===== src/rtl/usart_tx_pkg.sv =====
package usart_tx_pkg;

    typedef enum logic [2:0] {
        ST_IDLE,
        ST_START,
        ST_DATA,
        ST_STOP,
        ST_SYNC_BIT
    } tx_state_e;

    typedef struct packed {
        logic clk_master;
        logic nine_bit;
        logic tx_on;
        logic sync_mode;
        logic fast_baud;
        logic ninth_data;
    } tx_ctl_t;

    localparam int CTL_W = 8;

endpackage


===== src/rtl/usart_ctl_reg.sv =====
module usart_ctl_reg
    import usart_tx_pkg::*;
(
    input  logic             clk,
    input  logic             rst_n,
    input  logic             we,
    input  logic [CTL_W-1:0] wdata,
    input  logic             shift_empty,
    output tx_ctl_t          ctl,
    output logic [CTL_W-1:0] rdata
);

    tx_ctl_t ctl_q;
    logic    unused_wbits;

    assign unused_wbits = wdata[3] ^ wdata[1];

    always_ff @(posedge clk or negedge rst_n) begin
        if (!rst_n) begin
            ctl_q <= '0;
        end else if (we) begin
            ctl_q.clk_master <= wdata[7];
            ctl_q.nine_bit   <= wdata[6];
            ctl_q.tx_on      <= wdata[5];
            ctl_q.sync_mode  <= wdata[4];
            ctl_q.fast_baud  <= wdata[2];
            ctl_q.ninth_data <= wdata[0];
        end
    end

    assign ctl   = ctl_q;
    assign rdata = {ctl_q.clk_master, ctl_q.nine_bit, ctl_q.tx_on, ctl_q.sync_mode,
                    1'b0, ctl_q.fast_baud, shift_empty, ctl_q.ninth_data};

endmodule


===== src/rtl/usart_baud_gen.sv =====
module usart_baud_gen #(
    parameter int DIV_W = 8
) (
    input  logic             clk,
    input  logic             rst_n,
    input  logic             run,
    input  logic             fast4,
    input  logic [DIV_W-1:0] div,
    output logic             bit_tick,
    output logic             first_half
);

    localparam int SLOW_SUB = 16;
    localparam int FAST_SUB = 4;
    localparam int SUB_W    = $clog2(SLOW_SUB);

    logic [DIV_W-1:0] pre_q;
    logic [SUB_W-1:0] sub_q;
    logic [SUB_W-1:0] sub_last;
    logic [SUB_W-1:0] sub_half;
    logic             pre_wrap;

    assign sub_last = fast4 ? SUB_W'(FAST_SUB - 1) : SUB_W'(SLOW_SUB - 1);
    assign sub_half = fast4 ? SUB_W'(FAST_SUB / 2) : SUB_W'(SLOW_SUB / 2);
    assign pre_wrap = (pre_q == div);

    always_ff @(posedge clk or negedge rst_n) begin
        if (!rst_n) begin
            pre_q <= '0;
            sub_q <= '0;
        end else if (!run) begin
            pre_q <= '0;
            sub_q <= '0;
        end else if (pre_wrap) begin
            pre_q <= '0;
            sub_q <= (sub_q >= sub_last) ? '0 : sub_q + 1'b1;
        end else begin
            pre_q <= pre_q + 1'b1;
        end
    end

    assign bit_tick   = run && pre_wrap && (sub_q >= sub_last);
    assign first_half = sub_q < sub_half;

endmodule


===== src/rtl/usart_edge_sync.sv =====
module usart_edge_sync #(
    parameter int STAGES = 2
) (
    input  logic clk,
    input  logic rst_n,
    input  logic async_in,
    output logic rise,
    output logic fall
);

    logic [STAGES:0] chain_q;

    always_ff @(posedge clk or negedge rst_n) begin
        if (!rst_n) begin
            chain_q <= '1;
        end else begin
            chain_q <= {chain_q[STAGES-1:0], async_in};
        end
    end

    assign rise =  chain_q[STAGES-1] && !chain_q[STAGES];
    assign fall = !chain_q[STAGES-1] &&  chain_q[STAGES];

endmodule


===== src/rtl/usart_tx_fsm.sv =====
module usart_tx_fsm
    import usart_tx_pkg::*;
#(
    parameter int DATA_W = 8
) (
    input  logic              clk,
    input  logic              rst_n,
    input  logic              abort,
    input  logic              go,
    input  logic              hold_valid,
    input  logic [DATA_W-1:0] hold_data,
    input  tx_ctl_t           ctl,
    input  logic              bit_tick,
    input  logic              first_half,
    input  logic              ext_rise,
    input  logic              ext_fall,
    output logic              load,
    output logic              shift_empty,
    output logic              baud_run,
    output logic              baud_fast4,
    output logic              txd,
    output logic              sck_level
);

    localparam int SH_W  = DATA_W + 1;
    localparam int CNT_W = $clog2(DATA_W + 2);

    tx_state_e        state_q, state_d;
    logic [SH_W-1:0]  shreg_q;
    logic [CNT_W-1:0] cnt_q;
    logic             f_sync_q, f_master_q, f_nine_q;
    logic             rose_seen_q;
    logic             last_bit;
    logic             sync_bit_end;
    logic             frame_done;
    tx_state_e        load_target;

    assign last_bit     = (cnt_q == (f_nine_q ? CNT_W'(DATA_W) : CNT_W'(DATA_W - 1)));
    assign sync_bit_end = f_master_q ? bit_tick : (ext_fall && rose_seen_q);
    assign frame_done   = ((state_q == ST_STOP) && bit_tick) ||
                          ((state_q == ST_SYNC_BIT) && sync_bit_end && last_bit);
    assign load         = !abort && go && hold_valid &&
                          ((state_q == ST_IDLE) || frame_done);
    assign load_target  = ctl.sync_mode ? ST_SYNC_BIT : ST_START;

    // state register
    always_ff @(posedge clk or negedge rst_n) begin
        if (!rst_n) begin
            state_q <= ST_IDLE;
        end else begin
            state_q <= state_d;
        end
    end

    // next-state logic
    always_comb begin
        state_d = state_q;
        unique case (state_q)
            ST_IDLE: begin
                if (load) state_d = load_target;
            end
            ST_START: begin
                if (bit_tick) state_d = ST_DATA;
            end
            ST_DATA: begin
                if (bit_tick && last_bit) state_d = ST_STOP;
            end
            ST_STOP: begin
                if (bit_tick) state_d = load ? load_target : ST_IDLE;
            end
            ST_SYNC_BIT: begin
                if (sync_bit_end && last_bit) state_d = load ? load_target : ST_IDLE;
            end
            default: state_d = ST_IDLE;
        endcase
        if (abort) state_d = ST_IDLE;
    end

    // datapath: shifter, bit counter, frame attributes
    always_ff @(posedge clk or negedge rst_n) begin
        if (!rst_n) begin
            shreg_q     <= '0;
            cnt_q       <= '0;
            f_sync_q    <= 1'b0;
            f_master_q  <= 1'b0;
            f_nine_q    <= 1'b0;
            rose_seen_q <= 1'b0;
        end else if (abort) begin
            cnt_q       <= '0;
            rose_seen_q <= 1'b0;
        end else if (load) begin
            shreg_q     <= {ctl.ninth_data, hold_data};
            cnt_q       <= '0;
            f_sync_q    <= ctl.sync_mode;
            f_master_q  <= ctl.clk_master;
            f_nine_q    <= ctl.nine_bit;
            rose_seen_q <= 1'b0;
        end else begin
            unique case (state_q)
                ST_DATA: begin
                    if (bit_tick) begin
                        shreg_q <= shreg_q >> 1;
                        cnt_q   <= cnt_q + 1'b1;
                    end
                end
                ST_SYNC_BIT: begin
                    if (sync_bit_end) begin
                        shreg_q     <= shreg_q >> 1;
                        cnt_q       <= cnt_q + 1'b1;
                        rose_seen_q <= 1'b0;
                    end else if (ext_rise) begin
                        rose_seen_q <= 1'b1;
                    end
                end
                ST_IDLE, ST_START, ST_STOP: begin
                    rose_seen_q <= 1'b0;
                end
                default: begin
                    rose_seen_q <= 1'b0;
                end
            endcase
        end
    end

    // outputs
    always_comb begin
        txd       = 1'b1;
        sck_level = 1'b1;
        unique case (state_q)
            ST_IDLE:     txd = 1'b1;
            ST_START:    txd = 1'b0;
            ST_DATA:     txd = shreg_q[0];
            ST_STOP:     txd = 1'b1;
            ST_SYNC_BIT: begin
                txd       = shreg_q[0];
                sck_level = !(f_master_q && first_half);
            end
            default:     txd = 1'b1;
        endcase
        shift_empty = (state_q == ST_IDLE);
        baud_run    = (state_q != ST_IDLE) && (!f_sync_q || f_master_q);
        baud_fast4  = f_sync_q || ctl.fast_baud;
    end

endmodule


===== src/rtl/usart_tx_engine.sv =====
module usart_tx_engine
    import usart_tx_pkg::*;
#(
    parameter int DATA_W      = 8,
    parameter int DIV_W       = 8,
    parameter int SYNC_STAGES = 2
) (
    input  logic              clk,
    input  logic              rst_n,
    input  logic              serial_en,
    input  logic              ctl_we,
    input  logic [CTL_W-1:0]  ctl_wdata,
    output logic [CTL_W-1:0]  ctl_rdata,
    input  logic [DIV_W-1:0]  baud_div,
    input  logic              data_we,
    input  logic [DATA_W-1:0] data_wdata,
    input  logic              rx_single_en,
    input  logic              rx_cont_en,
    input  logic              sck_in,
    output logic              sck_out,
    output logic              sck_oe,
    output logic              txd_out
);

    tx_ctl_t           ctl;
    logic              shift_empty;
    logic              load;
    logic              go;
    logic              hold_valid_q;
    logic [DATA_W-1:0] hold_data_q;
    logic              bit_tick, first_half;
    logic              baud_run, baud_fast4;
    logic              ext_rise, ext_fall;
    logic              fsm_txd, fsm_sck;

    usart_ctl_reg u_ctl (
        .clk         (clk),
        .rst_n       (rst_n),
        .we          (ctl_we),
        .wdata       (ctl_wdata),
        .shift_empty (shift_empty),
        .ctl         (ctl),
        .rdata       (ctl_rdata)
    );

    assign go = ctl.tx_on && !(ctl.sync_mode && (rx_single_en || rx_cont_en));

    always_ff @(posedge clk or negedge rst_n) begin
        if (!rst_n) begin
            hold_valid_q <= 1'b0;
            hold_data_q  <= '0;
        end else begin
            hold_valid_q <= (hold_valid_q && !load) || data_we;
            if (data_we) hold_data_q <= data_wdata;
        end
    end

    usart_baud_gen #(.DIV_W(DIV_W)) u_baud (
        .clk        (clk),
        .rst_n      (rst_n),
        .run        (baud_run),
        .fast4      (baud_fast4),
        .div        (baud_div),
        .bit_tick   (bit_tick),
        .first_half (first_half)
    );

    usart_edge_sync #(.STAGES(SYNC_STAGES)) u_sync (
        .clk      (clk),
        .rst_n    (rst_n),
        .async_in (sck_in),
        .rise     (ext_rise),
        .fall     (ext_fall)
    );

    usart_tx_fsm #(.DATA_W(DATA_W)) u_fsm (
        .clk         (clk),
        .rst_n       (rst_n),
        .abort       (!serial_en),
        .go          (go),
        .hold_valid  (hold_valid_q),
        .hold_data   (hold_data_q),
        .ctl         (ctl),
        .bit_tick    (bit_tick),
        .first_half  (first_half),
        .ext_rise    (ext_rise),
        .ext_fall    (ext_fall),
        .load        (load),
        .shift_empty (shift_empty),
        .baud_run    (baud_run),
        .baud_fast4  (baud_fast4),
        .txd         (fsm_txd),
        .sck_level   (fsm_sck)
    );

    assign txd_out = serial_en ? fsm_txd : 1'b1;
    assign sck_out = fsm_sck;
    assign sck_oe  = serial_en && ctl.sync_mode && ctl.clk_master;

endmodule


===== config.mk =====
export PLATFORM = sky130hd
export DESIGN_NAME = usart_tx_engine
export DESIGN_NICKNAME = d
export VERILOG_FILES = /design/src/rtl/usart_tx_pkg.sv /design/src/rtl/usart_ctl_reg.sv /design/src/rtl/usart_baud_gen.sv /design/src/rtl/usart_edge_sync.sv /design/src/rtl/usart_tx_fsm.sv /design/src/rtl/usart_tx_engine.sv
export SDC_FILE = /design/constraint.sdc
export NUM_CORES = 1
export LEC_CHECK = 0
export BUFFER_PORTS_ARGS = -buffer_cell sky130_fd_sc_hd__buf_4
export CELL_PAD_IN_SITES_DETAIL_PLACEMENT = 0
export CELL_PAD_IN_SITES_GLOBAL_PLACEMENT = 1
export CORE_MARGIN = 4
export CORE_UTILIZATION = 30
export CTS_CLUSTER_DIAMETER = 40
export DETAILED_ROUTE_END_ITERATION = 10
export MAX_ROUTING_LAYER = met4
export PLACE_DENSITY_LB_ADDON = 0.1
export SLEW_MARGIN = 20
export SYNTH_ARGS = -nofsm -noshare
export SYNTH_HDL_FRONTEND = slang
export SYNTH_SLANG_ARGS = --single-unit
export TNS_END_PERCENT = 20

===== constraint.sdc =====
create_clock -name clk -period 4.85 [get_ports clk]
set_input_delay 0.2425 -clock clk [delete_from_list [all_inputs] [get_ports clk]]
set_output_delay 0.2425 -clock clk [all_outputs]
set_load 0.01 [all_outputs]

-- After elaboration in Yosys (flattened, before gate mapping)
Index checks and enable logic that the tools add are counted.
- register bits after elaboration: 50
- word-level logic and storage cells: 118
- output and inout port bits: 11
- input bits: 32
- magnitude comparators: 2
- $add $sub $neg: 3
- multiplexer cells: 35
- reductions and logical operators: 41
- equal/unequal tests: 19
- operators by type and width (cell ; number):
    two-way mux 4 bit ; 10
    two-way mux 9 bit ; 3
    two-way mux 3 bit ; 8
    logical AND 1 bit ; 20
    != test 3 x 2 -> 1 bit, second input constant ; 6
    case mux 9 bit (2 select lines) ; 1
    two-way mux 8 bit ; 2
    case mux 3 bit (5 select lines) ; 1
    adder 4 x 1 -> 4 bit, second input constant ; 2
    adder 8 x 1 -> 8 bit, second input constant ; 1
    == test 8 bit ; 1
    != test 4 x 3 -> 1 bit, second input constant ; 2
    case mux 4 bit (2 select lines) ; 1
    two-way mux 1 bit ; 7
    == test 3 x 2 -> 1 bit, second input constant ; 2
    zero test 1 bit ; 6
    logical OR 1 bit ; 6
    != test 3 bit, second input constant ; 2
    nonzero test 3 bit ; 2
    != test 5 x 4 -> 1 bit, second input constant ; 1
    AND reduction 5 bit ; 1
    == test 4 bit ; 1
    greater-or-equal comparator 4 bit ; 1
    < comparator 4 bit ; 1
    other kinds (10) ; 12

-- Logic depth before layout (Yosys ltp)
Gate-level depths: netlist (run 1).
- word-level depth: 15
- mapped depth: 10
- mapped depth without buffers: 8

-- Cells and area by module
A second synthesis (run 1) with hierarchy kept.
- cell total of the unflattened synthesis: 249
- area, all modules: 2760.1 um^2
- by module, submodules not included (module ; cells each ; times used ; seq. area each (um^2) ; area an instance (um^2)):
    usart_tx_fsm ; 124 ; 1 ; 500.5 ; 1187.4
    usart_baud_gen ; 73 ; 1 ; 300.3 ; 767.0
    usart_tx_engine ; 25 ; 1 ; 225.2 ; 396.6
    usart_ctl_reg ; 22 ; 1 ; 150.1 ; 315.3
    usart_edge_sync ; 5 ; 1 ; 78.8 ; 93.8

-- Worst setup path after synthesis (run 1)
OpenSTA, ideal clock, no wires.
- path kind: reg-to-reg
- start point: register u_ctl.ctl_q (netlist bit u_ctl.ctl[1])
- end point: register u_fsm.f_sync_q
- arrival time: 2381 ps
- stages on the path, launching flop included: 10
- data required time: 4722 ps
- clock period less this slack: 2508 ps
- path buffers: 1
- setup time: 128 ps
- path slack: 2342 ps
- cell sequence: dfrtp_1 -> or2_2 -> ha_1 -> a21oi_1 -> a221oi_1 -> and3_1 -> a22o_1 -> or2_1 -> buf_4 -> mux2_1
- word-level cells in the longest chain between the ends: 11
- elaborated cells between the ends (all ways): 12
- ends and longest elaborated chain (element ; line ; RTL):
    from (decl) ; usart_ctl_reg.sv:13 ; tx_ctl_t ctl_q;
    logical OR 1 bit (*) ; usart_tx_fsm.sv:142 ; baud_fast4 = f_sync_q || ctl.fast_baud;
    two-way mux 4 bit (*) ; usart_baud_gen.sv:23 ; assign sub_last = fast4 ? SUB_W'(FAST_SUB - 1) : SUB_W'(SLOW_SUB - 1);
    greater-or-equal comparator 4 bit (*) ; usart_baud_gen.sv:42 ; assign bit_tick = run && pre_wrap && (sub_q >= sub_last);
    logical AND 1 bit (*) ; usart_baud_gen.sv:42 ;
    two-way mux 1 bit ; usart_tx_fsm.sv:39 ; assign sync_bit_end = f_master_q ? bit_tick : (ext_fall && rose_seen_q);
    logical AND 1 bit (2 in series) ; usart_tx_fsm.sv:41 ; ((state_q == ST_SYNC_BIT) && sync_bit_end && last_bit);
    logical OR 1 bit (*) ; usart_tx_fsm.sv:40 ; assign frame_done = ((state_q == ST_STOP) && bit_tick) ||
    logical OR 1 bit (*) ; usart_tx_fsm.sv:43 ; ((state_q == ST_IDLE) || frame_done);
    logical AND 1 bit (*) ; usart_tx_fsm.sv:42 ; assign load = !abort && go && hold_valid &&
    AND reduction 2 bit (no line) (*) ; n/a ;
    to (signal assigned) ; usart_tx_fsm.sv:94 ; f_sync_q <= ctl.sync_mode;
    to (decl) ; usart_tx_fsm.sv:31 ; logic f_sync_q, f_master_q, f_nine_q;
Mark *: on every way between the ends. The rest lies on a longest branch, timed or not.
A chain may end at the register's enable or synchronous reset.

-- Final worst setup path (run 1)
- start point: register u_fsm.f_sync_q
- end point: register u_fsm.f_sync_q
- word-level cells in the longest chain between the ends: 12
- elaborated cells between the ends (all ways): 16
- ends and longest elaborated chain (element ; line):
    parallel branches: the longest is 4 deep, another holds greater-or-equal comparator 4 bit ; n/a
    logical AND 1 bit (*) ; usart_baud_gen.sv:42
    two-way mux 1 bit ; usart_tx_fsm.sv:39
    logical AND 1 bit (2 in series) ; usart_tx_fsm.sv:41
    logical OR 1 bit (*) ; usart_tx_fsm.sv:40
    logical OR 1 bit (*) ; usart_tx_fsm.sv:43
    logical AND 1 bit (*) ; usart_tx_fsm.sv:42
    AND reduction 2 bit (no line) (*) ; n/a
Mark *: on every way between the ends.

==> metrics.txt, run 1 <==
core region area=0.00834 mm²; antenna violations before repair=0; remaining design rule violation count=0; clock tree from TritonCTS=done; crit share post-route=67.8%; number of distinct library cells after synthesis=49; endpoint type of the worst setup path=flop; Total Nets Final=around 310; share of the synthesized area in the top cell type=45.2%; insertion delay of the later-clocked pin in the worst-skew pair=0.30 ns; count of inserted antenna diode cells=0; Final Setup Violations=0; Hold Path Origin=sck_in; Hold Violations, Final=0; worst-path fanout max=16; # Post-CTS Setup Buffers=0; data arrival at the endpoint of the critical path=3.47 ns; Sequential Area=between 0.001 and 0.0015 mm²; terminating pin of the worst hold path=u_sync.chain_q[0]$_DFF_PN1_; Std-Cell Rows=33; layout cells sized above 1=26.2%; final-report max-slew violation count=0; top cells by area, synth=sky130_fd_sc_hd__dfrtp_1 45%, sky130_fd_sc_hd__mux2i_1 6.5%, sky130_fd_sc_hd__mux2_2 5.6%, sky130_fd_sc_hd__xor2_1 4.7%, sky130_fd_sc_hd__dfstp_2 3.0%; kind of path behind the tightest hold check=input pin to flop; die area=0.0102 mm²; via count of the routed design=1845; Synth area leader=sky130_fd_sc_hd__dfrtp_1; most frequently used cell type in the post-synthesis netlist=sky130_fd_sc_hd__dfrtp_1; post-synthesis average cell area=~11 µm²; worst reg2reg endpoint=u_fsm.f_sync_q$_DFFE_PN0P_; CTS H-Tree Depth=2; total area of multi-input combinational cells=0.00127 mm²; Power Dens Cells=309 mW/mm²; HPWL after detailed placement=4.09 mm; worst vdd rail ir drop=0.151 mV; post-synthesis sequential area ratio=48.3%; count of routing violations after the opening detailed-route iteration=72; pre-CTS setup slack=1.58 ns; cell area after placement=just under 0.003 mm²; total design power=949 µW; number of synthesized flops with an enable pin=0; logic depth of the worst register-to-register path=8; Worst-Margin Slew=0.880 ns; GRT Residual Overflow=0; clock transition time at the flip-flop clock pins of the worst setup and hold paths=0.08 ns; cell at the root of the clock tree=sky130_fd_sc_hd__clkbuf_8; r2r startpoint=u_fsm.f_sync_q$_DFFE_PN0P_; largest net degree at the start of global routing=51; hold-critical path depth=1; gr usage total=12.2%; Synth Register Bits=50; area added between synthesis and finish=18.2%; FMAX=304 MHz; via count of the first global-routing pass=1860; post-detailed-route via-to-cell ratio=4.86; sum of routed wire length over all layers=5.58 mm; static power due to leakage=1.31 nW; average wire per standard cell=14.7 µm; Max-slew headroom=41.3%; setup repair after global routing missed its margin=no; crit path kind=flop to flop; number of optimization iterations in the first detailed-route pass=4; max cap viols=0; post-synthesis async set-or-reset flop share=100%; starting density of the core=31.2%; Data required, critical path=5.04 ns; number of cells produced by synthesis=237; number of I/O pins=43; outcome=finished clean; Final Wtd Congestion=0.776; post-route design area=around 0.003 mm²; Clock Sink Count=50; register-to-register setup slack=1.56 ns; count of buffers inserted at the top-level ports=39; synthesized cell area=~0.0026 mm²; die boundary height=101 µm; Fillers=roughly 900; setup total negative slack=0 ns; Clock Tree Buf Depth=2; Synth Net Count=274; final antenna-violating net count=0; post-layout util=a little under two fifths; worst setup margin=1.56 ns; CTS Buf Count=5; die width=approximately 100 µm; list of most frequent post-synthesis cells=47 x sky130_fd_sc_hd__dfrtp_1, 17 x sky130_fd_sc_hd__mux2i_1, 17 x sky130_fd_sc_hd__nor2_1; critical path startpoint category=flop; warning count from the yosys run=0; final worst path period need=between 3 and 4 ns; clk_skew=0.00880 ns; most used flip-flop cell after synthesis=sky130_fd_sc_hd__dfrtp_1; global-route wire length before repair=9.55 mm
-- cell type report --
class,count,area share (%)
inverter,5,0.611
sequential,50,40.8
multi-input combinational,172,41.3
timing repair buffer,40,9.85
clock buffer,6,2.69
tap,105,4.28
clock inverter,2,0.407
-- cell families (layout without fill, tap and decap cells) --
logic type      after synthesis  after routing  synth area share [%]
compound gates               34             34                  9.63
xor+xnor                     18             18                  6.06
fa+ha+maj                     5              5                  2.41
buf+inv                      15             53                  2.89
flops                        50             50                  48.3
mux                          32             32                  13.0
other cells                   1              1                 0.144
simple gates                 82             82                  17.6
-- power breakdown --
| group | switching, mW | internal [mW] |
|---|---|---|
| clock network | 0.139 | 0.115 |
| logic | 0.0889 | 0.0905 |
| registers | 0.0441 | 0.472 |
| total | 0.272 | 0.677 |
-- worst max-delay path: stages, from the launching register on --
cell	delay (ns)
sky130_fd_sc_hd__dfrtp_1	0.41
sky130_fd_sc_hd__or2_2	0.33
sky130_fd_sc_hd__ha_1	0.32
sky130_fd_sc_hd__a21oi_1	0.10
sky130_fd_sc_hd__a221oi_1	0.38
sky130_fd_sc_hd__and3_1	0.32
sky130_fd_sc_hd__a22o_1	0.22
sky130_fd_sc_hd__or2_1	0.71
sky130_fd_sc_hd__mux2_1	0.38
-- through the flow --
step	cells	hold slack (ns)
2_1_floorplan	237	-0.0531
3_3_place_gp	371	0.328
3_5_place_dp	371	0.327
4_1_cts	380	0.0317
5_1_grt	380	0.0276
6_report	380	0.0453
-- per-layer routing --
metal	wire (µm)	up-vias	track usage (%)	share of wire, %
met4	88	0	4.60	1.6
li1	-	918	-	-
met3	182	7	1.87	3.3
met5	0	-	-	0
met2	2360	33	16.3	42
met1	2950	887	18.4	53
-- worst max path at each step --
stage                                     startpoint                         end  slack (ns)  depth (start not counted)
after floorplan             u_ctl.ctl[1]$_DFFE_PN0P_  u_fsm.f_sync_q$_DFFE_PN0P_        2.34                          9
after global placement    u_fsm.f_sync_q$_DFFE_PN0P_  u_fsm.f_sync_q$_DFFE_PN0P_        1.59                          8
after detailed placement  u_fsm.f_sync_q$_DFFE_PN0P_  u_fsm.f_nine_q$_DFFE_PN0P_        1.58                          8
after CTS                 u_fsm.f_sync_q$_DFFE_PN0P_  u_fsm.f_sync_q$_DFFE_PN0P_        1.55                          8
after global routing      u_fsm.f_sync_q$_DFFE_PN0P_  u_fsm.f_sync_q$_DFFE_PN0P_        1.39                          8
final                     u_fsm.f_sync_q$_DFFE_PN0P_  u_fsm.f_sync_q$_DFFE_PN0P_        1.56                          8
-- sequential cells by signal (all words and copies together) (netlist names), 3 cells and up --
name	cells
u_fsm.shreg_q	9
hold_data_q	8
u_baud.pre_q	8
u_ctl.ctl	6
u_baud.sub_q	4
u_fsm.cnt_q	4
u_fsm.state_q	3
u_sync.chain_q	3
-- cells in the final DEF (no fill, tap or decap), types with 3 or more instances in the layout --
cell type and n:
sky130_fd_sc_hd__nor3_1 6, sky130_fd_sc_hd__and2_1 3, sky130_fd_sc_hd__buf_4 39, sky130_fd_sc_hd__xor2_1 14, sky130_fd_sc_hd__mux2_2 13, sky130_fd_sc_hd__mux2i_1 17
sky130_fd_sc_hd__nor2_1 17, sky130_fd_sc_hd__ha_1 5, sky130_fd_sc_hd__inv_1 5, sky130_fd_sc_hd__a21oi_1 6, sky130_fd_sc_hd__dfstp_2 3, sky130_fd_sc_hd__clkbuf_8 6
sky130_fd_sc_hd__xnor2_1 4, sky130_fd_sc_hd__dfrtp_1 47, sky130_fd_sc_hd__nand3_1 10, sky130_fd_sc_hd__nand4_1 6, sky130_fd_sc_hd__nand2_1 16, sky130_fd_sc_hd__and3_1 7
sky130_fd_sc_hd__o21ai_0 10
-- timing repair --
item,CTS,global route
hold buffers,1,0
hold endpoints to repair,37,0
resized for setup,0,0
setup endpoints to repair,0,0
Note: power is estimated with default switching activity, not from simulation.
==> run 2, diff against run 1 <==
clock period = 2.65 ns   (was 4.85 ns; I/O delays follow)
==> run 2 against run 1 <==
Effect of this change: global-route usage increased by 0.31 points; total power is 90% higher; clock skew decreased by 0.0029 ns; non-clock buffer count up 13; critical path type unchanged; worst setup slack got worse by 1.3 ns; final area increased by 5.2%; sequential power is 80% higher; clock power is 87% higher; cell count increased by 3.4%.
==> metrics.txt, run 2 (synthesis gave the netlist of run 1 again) <==
starting density of the core=31.2% (unchanged); cell-by-cell trace of the critical path=or2_4, ha_1, nand3_2, a221oi_4, nand4_1, a31oi_4, buf_12, mux2i_1, mux2i_1; Clock Sink Count=50 (unchanged); final antenna-violating net count=0 (unchanged); die boundary height=101 µm (unchanged); count of inserted antenna diode cells=0 (unchanged); max cap viols=0 (unchanged); kind of path behind the tightest hold check=input pin to flop; Clock Tree Buf Depth=2 (unchanged); post-detailed-route via-to-cell ratio=4.89 (+0.78%); gr usage total=12.6% (+0.31 points); post-route insts no fill=393 (+3.4%); data arrival at the endpoint of the critical path=2.62 ns (-0.85 ns); count of routing violations after the opening detailed-route iteration=68 (-5.6%); clk_skew=0.00589 ns (-0.00291 ns); Hold Path Origin=ctl_wdata[4]; GRT Residual Overflow=0 (unchanged); average wire per standard cell=14.6 µm (-0.38%); cell at the root of the clock tree=sky130_fd_sc_hd__clkbuf_8; Max-slew headroom=57.3% (+16 points); power share of the clock group=26.4% (-0.4 points); Final Wtd Congestion=0.757 (-2.5%); via count of the routed design=1923 (+4.2%); hold-critical path depth=3 (+2); Sequential Area=0.00125 mm² (unchanged); max FFs per register=9 (unchanged); switching power summed over all nets=528 µW (+94%); slowest stage cell, crit path=sky130_fd_sc_hd__dfrtp_1; largest registers=u_fsm.shreg_q: 9 flops, hold_data_q: 8 flops, u_baud.pre_q: 8 flops; number of optimization iterations in the first detailed-route pass=4 (unchanged); core region area=0.00834 mm² (unchanged); Std-Cell Rows=33 (unchanged); worst-path fanout max=8 (-8); crit path kind=flop to flop; Worst-Margin Slew=0.641 ns (-0.239 ns); FMAX=412 MHz (+35%); Final Setup Violations=0 (unchanged); die width=101 µm (unchanged); combinational share of power=22.0% (+3.1 points); static power due to leakage=1.39 nW (+5.9%); outcome=finished clean; CTS Buf Count=5 (unchanged); terminating pin of the worst hold path=u_ctl.ctl[2]$_DFFE_PN0P_; Hold Violations, Final=0 (unchanged); post-layout util=38.8% (+1.9 points); commonest cells after routing, fill and taps aside=50 x sky130_fd_sc_hd__buf_4, 47 x sky130_fd_sc_hd__dfrtp_1, 17 x sky130_fd_sc_hd__nor2_1, 17 x sky130_fd_sc_hd__mux2i_1, 16 x sky130_fd_sc_hd__nand2_1; critical path startpoint category=flop; global-route wire length before repair=9.92 mm (+3.8%); HPWL after detailed placement=4.20 mm (+2.7%); final-report max-slew violation count=0 (unchanged); cell repeated most along the worst path=sky130_fd_sc_hd__mux2i_1; count of buffers inserted at the top-level ports=39 (unchanged); remaining design rule violation count=0 (unchanged); Data required, critical path=2.84 ns (-2.20 ns); endpoint type of the worst setup path=flop; switch share=29.4% (+0.69 points); CTS H-Tree Depth=2 (unchanged); clock transition time at the flip-flop clock pins of the worst setup and hold paths=0.09 ns (about the same); largest delay contributor family on the critical path=simple AND/OR/NAND/NOR gates; insertion delay of the later-clocked pin in the worst-skew pair=0.31 ns (about the same); final worst path period need=2.43 ns (-0.860 ns); area added between synthesis and finish=24.4%; register-to-register setup slack=0.22 ns (-1.34 ns); antenna violations before repair=0 (unchanged); setup total negative slack=0 ns (unchanged); clock tree from TritonCTS=done; pre-CTS setup slack=-0.00335 ns (-1.59 ns); layout cells sized above 1=31.3% (+5.1 points); via count of the first global-routing pass=1995 (+7.3%); Power Dens Cells=556 mW/mm² (+80%); sum of routed wire length over all layers=5.75 mm (+3.0%); Total Nets Final=324 (+4.2%); worst setup margin=0.222 ns (-1.34 ns); die area=0.0102 mm² (unchanged); buffers and inverters on the worst path=1 (+1); total area of multi-input combinational cells=0.00132 mm² (+3.7%); crit share post-route=91.6% (+24 points); largest net degree at the start of global routing=51 (unchanged); number of placed instances with taps included=383 (+3.2%); number of I/O pins=43 (unchanged); Min Hold Slack=0.0286 ns (-0.0167 ns); internal portion of total power=1.27 mW (+88%); worst vdd rail ir drop=0.235 mV (+55%); register with the most flip-flops=u_fsm.shreg_q; sequential power share=51.6% (-2.7 points); worst reg2reg endpoint=u_fsm.shreg_q[1]$_DFFE_PN0P_; logic depth of the worst register-to-register path=9 (+1); r2r startpoint=u_fsm.f_sync_q$_DFFE_PN0P_; commonest non-fill, non-tap cell in the layout=sky130_fd_sc_hd__buf_4; largest stage delay on the critical path=0.38 ns (-0.33 ns); Fillers=844 (-3.8%); setup repair after global routing missed its margin=no
run 2: power groups by stage:
stage,Combinational [mW],Sequential [mW],Clock (mW)
3_5_place_dp,0.375,0.946,0
3_3_place_gp,0.372,0.945,0
6_report,0.395,0.929,0.475
2_1_floorplan,0.233,0.930,0
4_1_cts,0.381,0.931,0.491
5_1_grt,0.446,0.946,0.524
run 2: area by class of cell:
type	instances	area share, %
clock buffers	6	2.55
clock inverters	2	0.387
inverters	5	0.580
multi-input cells	172	40.8
flip-flops and latches	50	38.8
well taps	105	4.06
repair buffers	53	12.8
run 2: per-stage QoR:
stage	power, mW	area [µm²]
after floorplan	1.16	2600
after global placement	1.32	3070
after detailed placement	1.32	3070
after CTS	1.80	3190
after global routing	1.92	3230
final	1.80	3230
run 2: per-layer routing:
| layer | GRT usage (%) | vias up | part of all wire [%] |
|---|---|---|---|
| met1 | 17.9 | 937 | 51 |
| li1 | - | 943 | - |
| met4 | 3.99 | 0 | 1.1 |
| met5 | - | - | 0 |
| met2 | 17.9 | 37 | 44 |
| met3 | 2.42 | 6 | 3.6 |
run 2: how the worst max path moves through the flow:
stage                                     from                           end  slack [ns]  cells after the start
detailed placement  u_fsm.f_sync_q$_DFFE_PN0P_  u_fsm.shreg_q[5]$_DFFE_PN0P_      -0.003                      9
floorplan             u_ctl.ctl[1]$_DFFE_PN0P_    u_fsm.f_sync_q$_DFFE_PN0P_        0.14                      9
finish              u_fsm.f_sync_q$_DFFE_PN0P_  u_fsm.shreg_q[1]$_DFFE_PN0P_        0.22                      9
CTS                 u_fsm.f_sync_q$_DFFE_PN0P_  u_fsm.shreg_q[8]$_DFFE_PN0P_        0.03                      9
global route        u_fsm.f_sync_q$_DFFE_PN0P_  u_fsm.shreg_q[7]$_DFFE_PN0P_       0.003                      9
global placement    u_fsm.f_sync_q$_DFFE_PN0P_  u_fsm.shreg_q[7]$_DFFE_PN0P_        0.05                      9
run 2: worst register-to-register path: cells and delay by family (launching register included):
| family | cells | cell delay [ns] |
|---|---|---|
| buffers and inverters | 1 | 0.15 |
| adder cells (fa/ha/maj) | 1 | 0.30 |
| AND/OR/NAND/NOR | 3 | 0.67 |
| multiplexers | 2 | 0.27 |
| AO/OA/AOI/OAI | 2 | 0.53 |
| flip-flops | 1 | 0.38 |
run 2: repair_timing:
action | in CTS | in global routing
gates resized for setup | 1 | 7
pin swaps | 0 | 3
buffers inserted | 0 | 0
hold endpoints to repair | 48 | 0
hold buffers | 2 | 0
endpoints found under the setup margin | 4 | 15
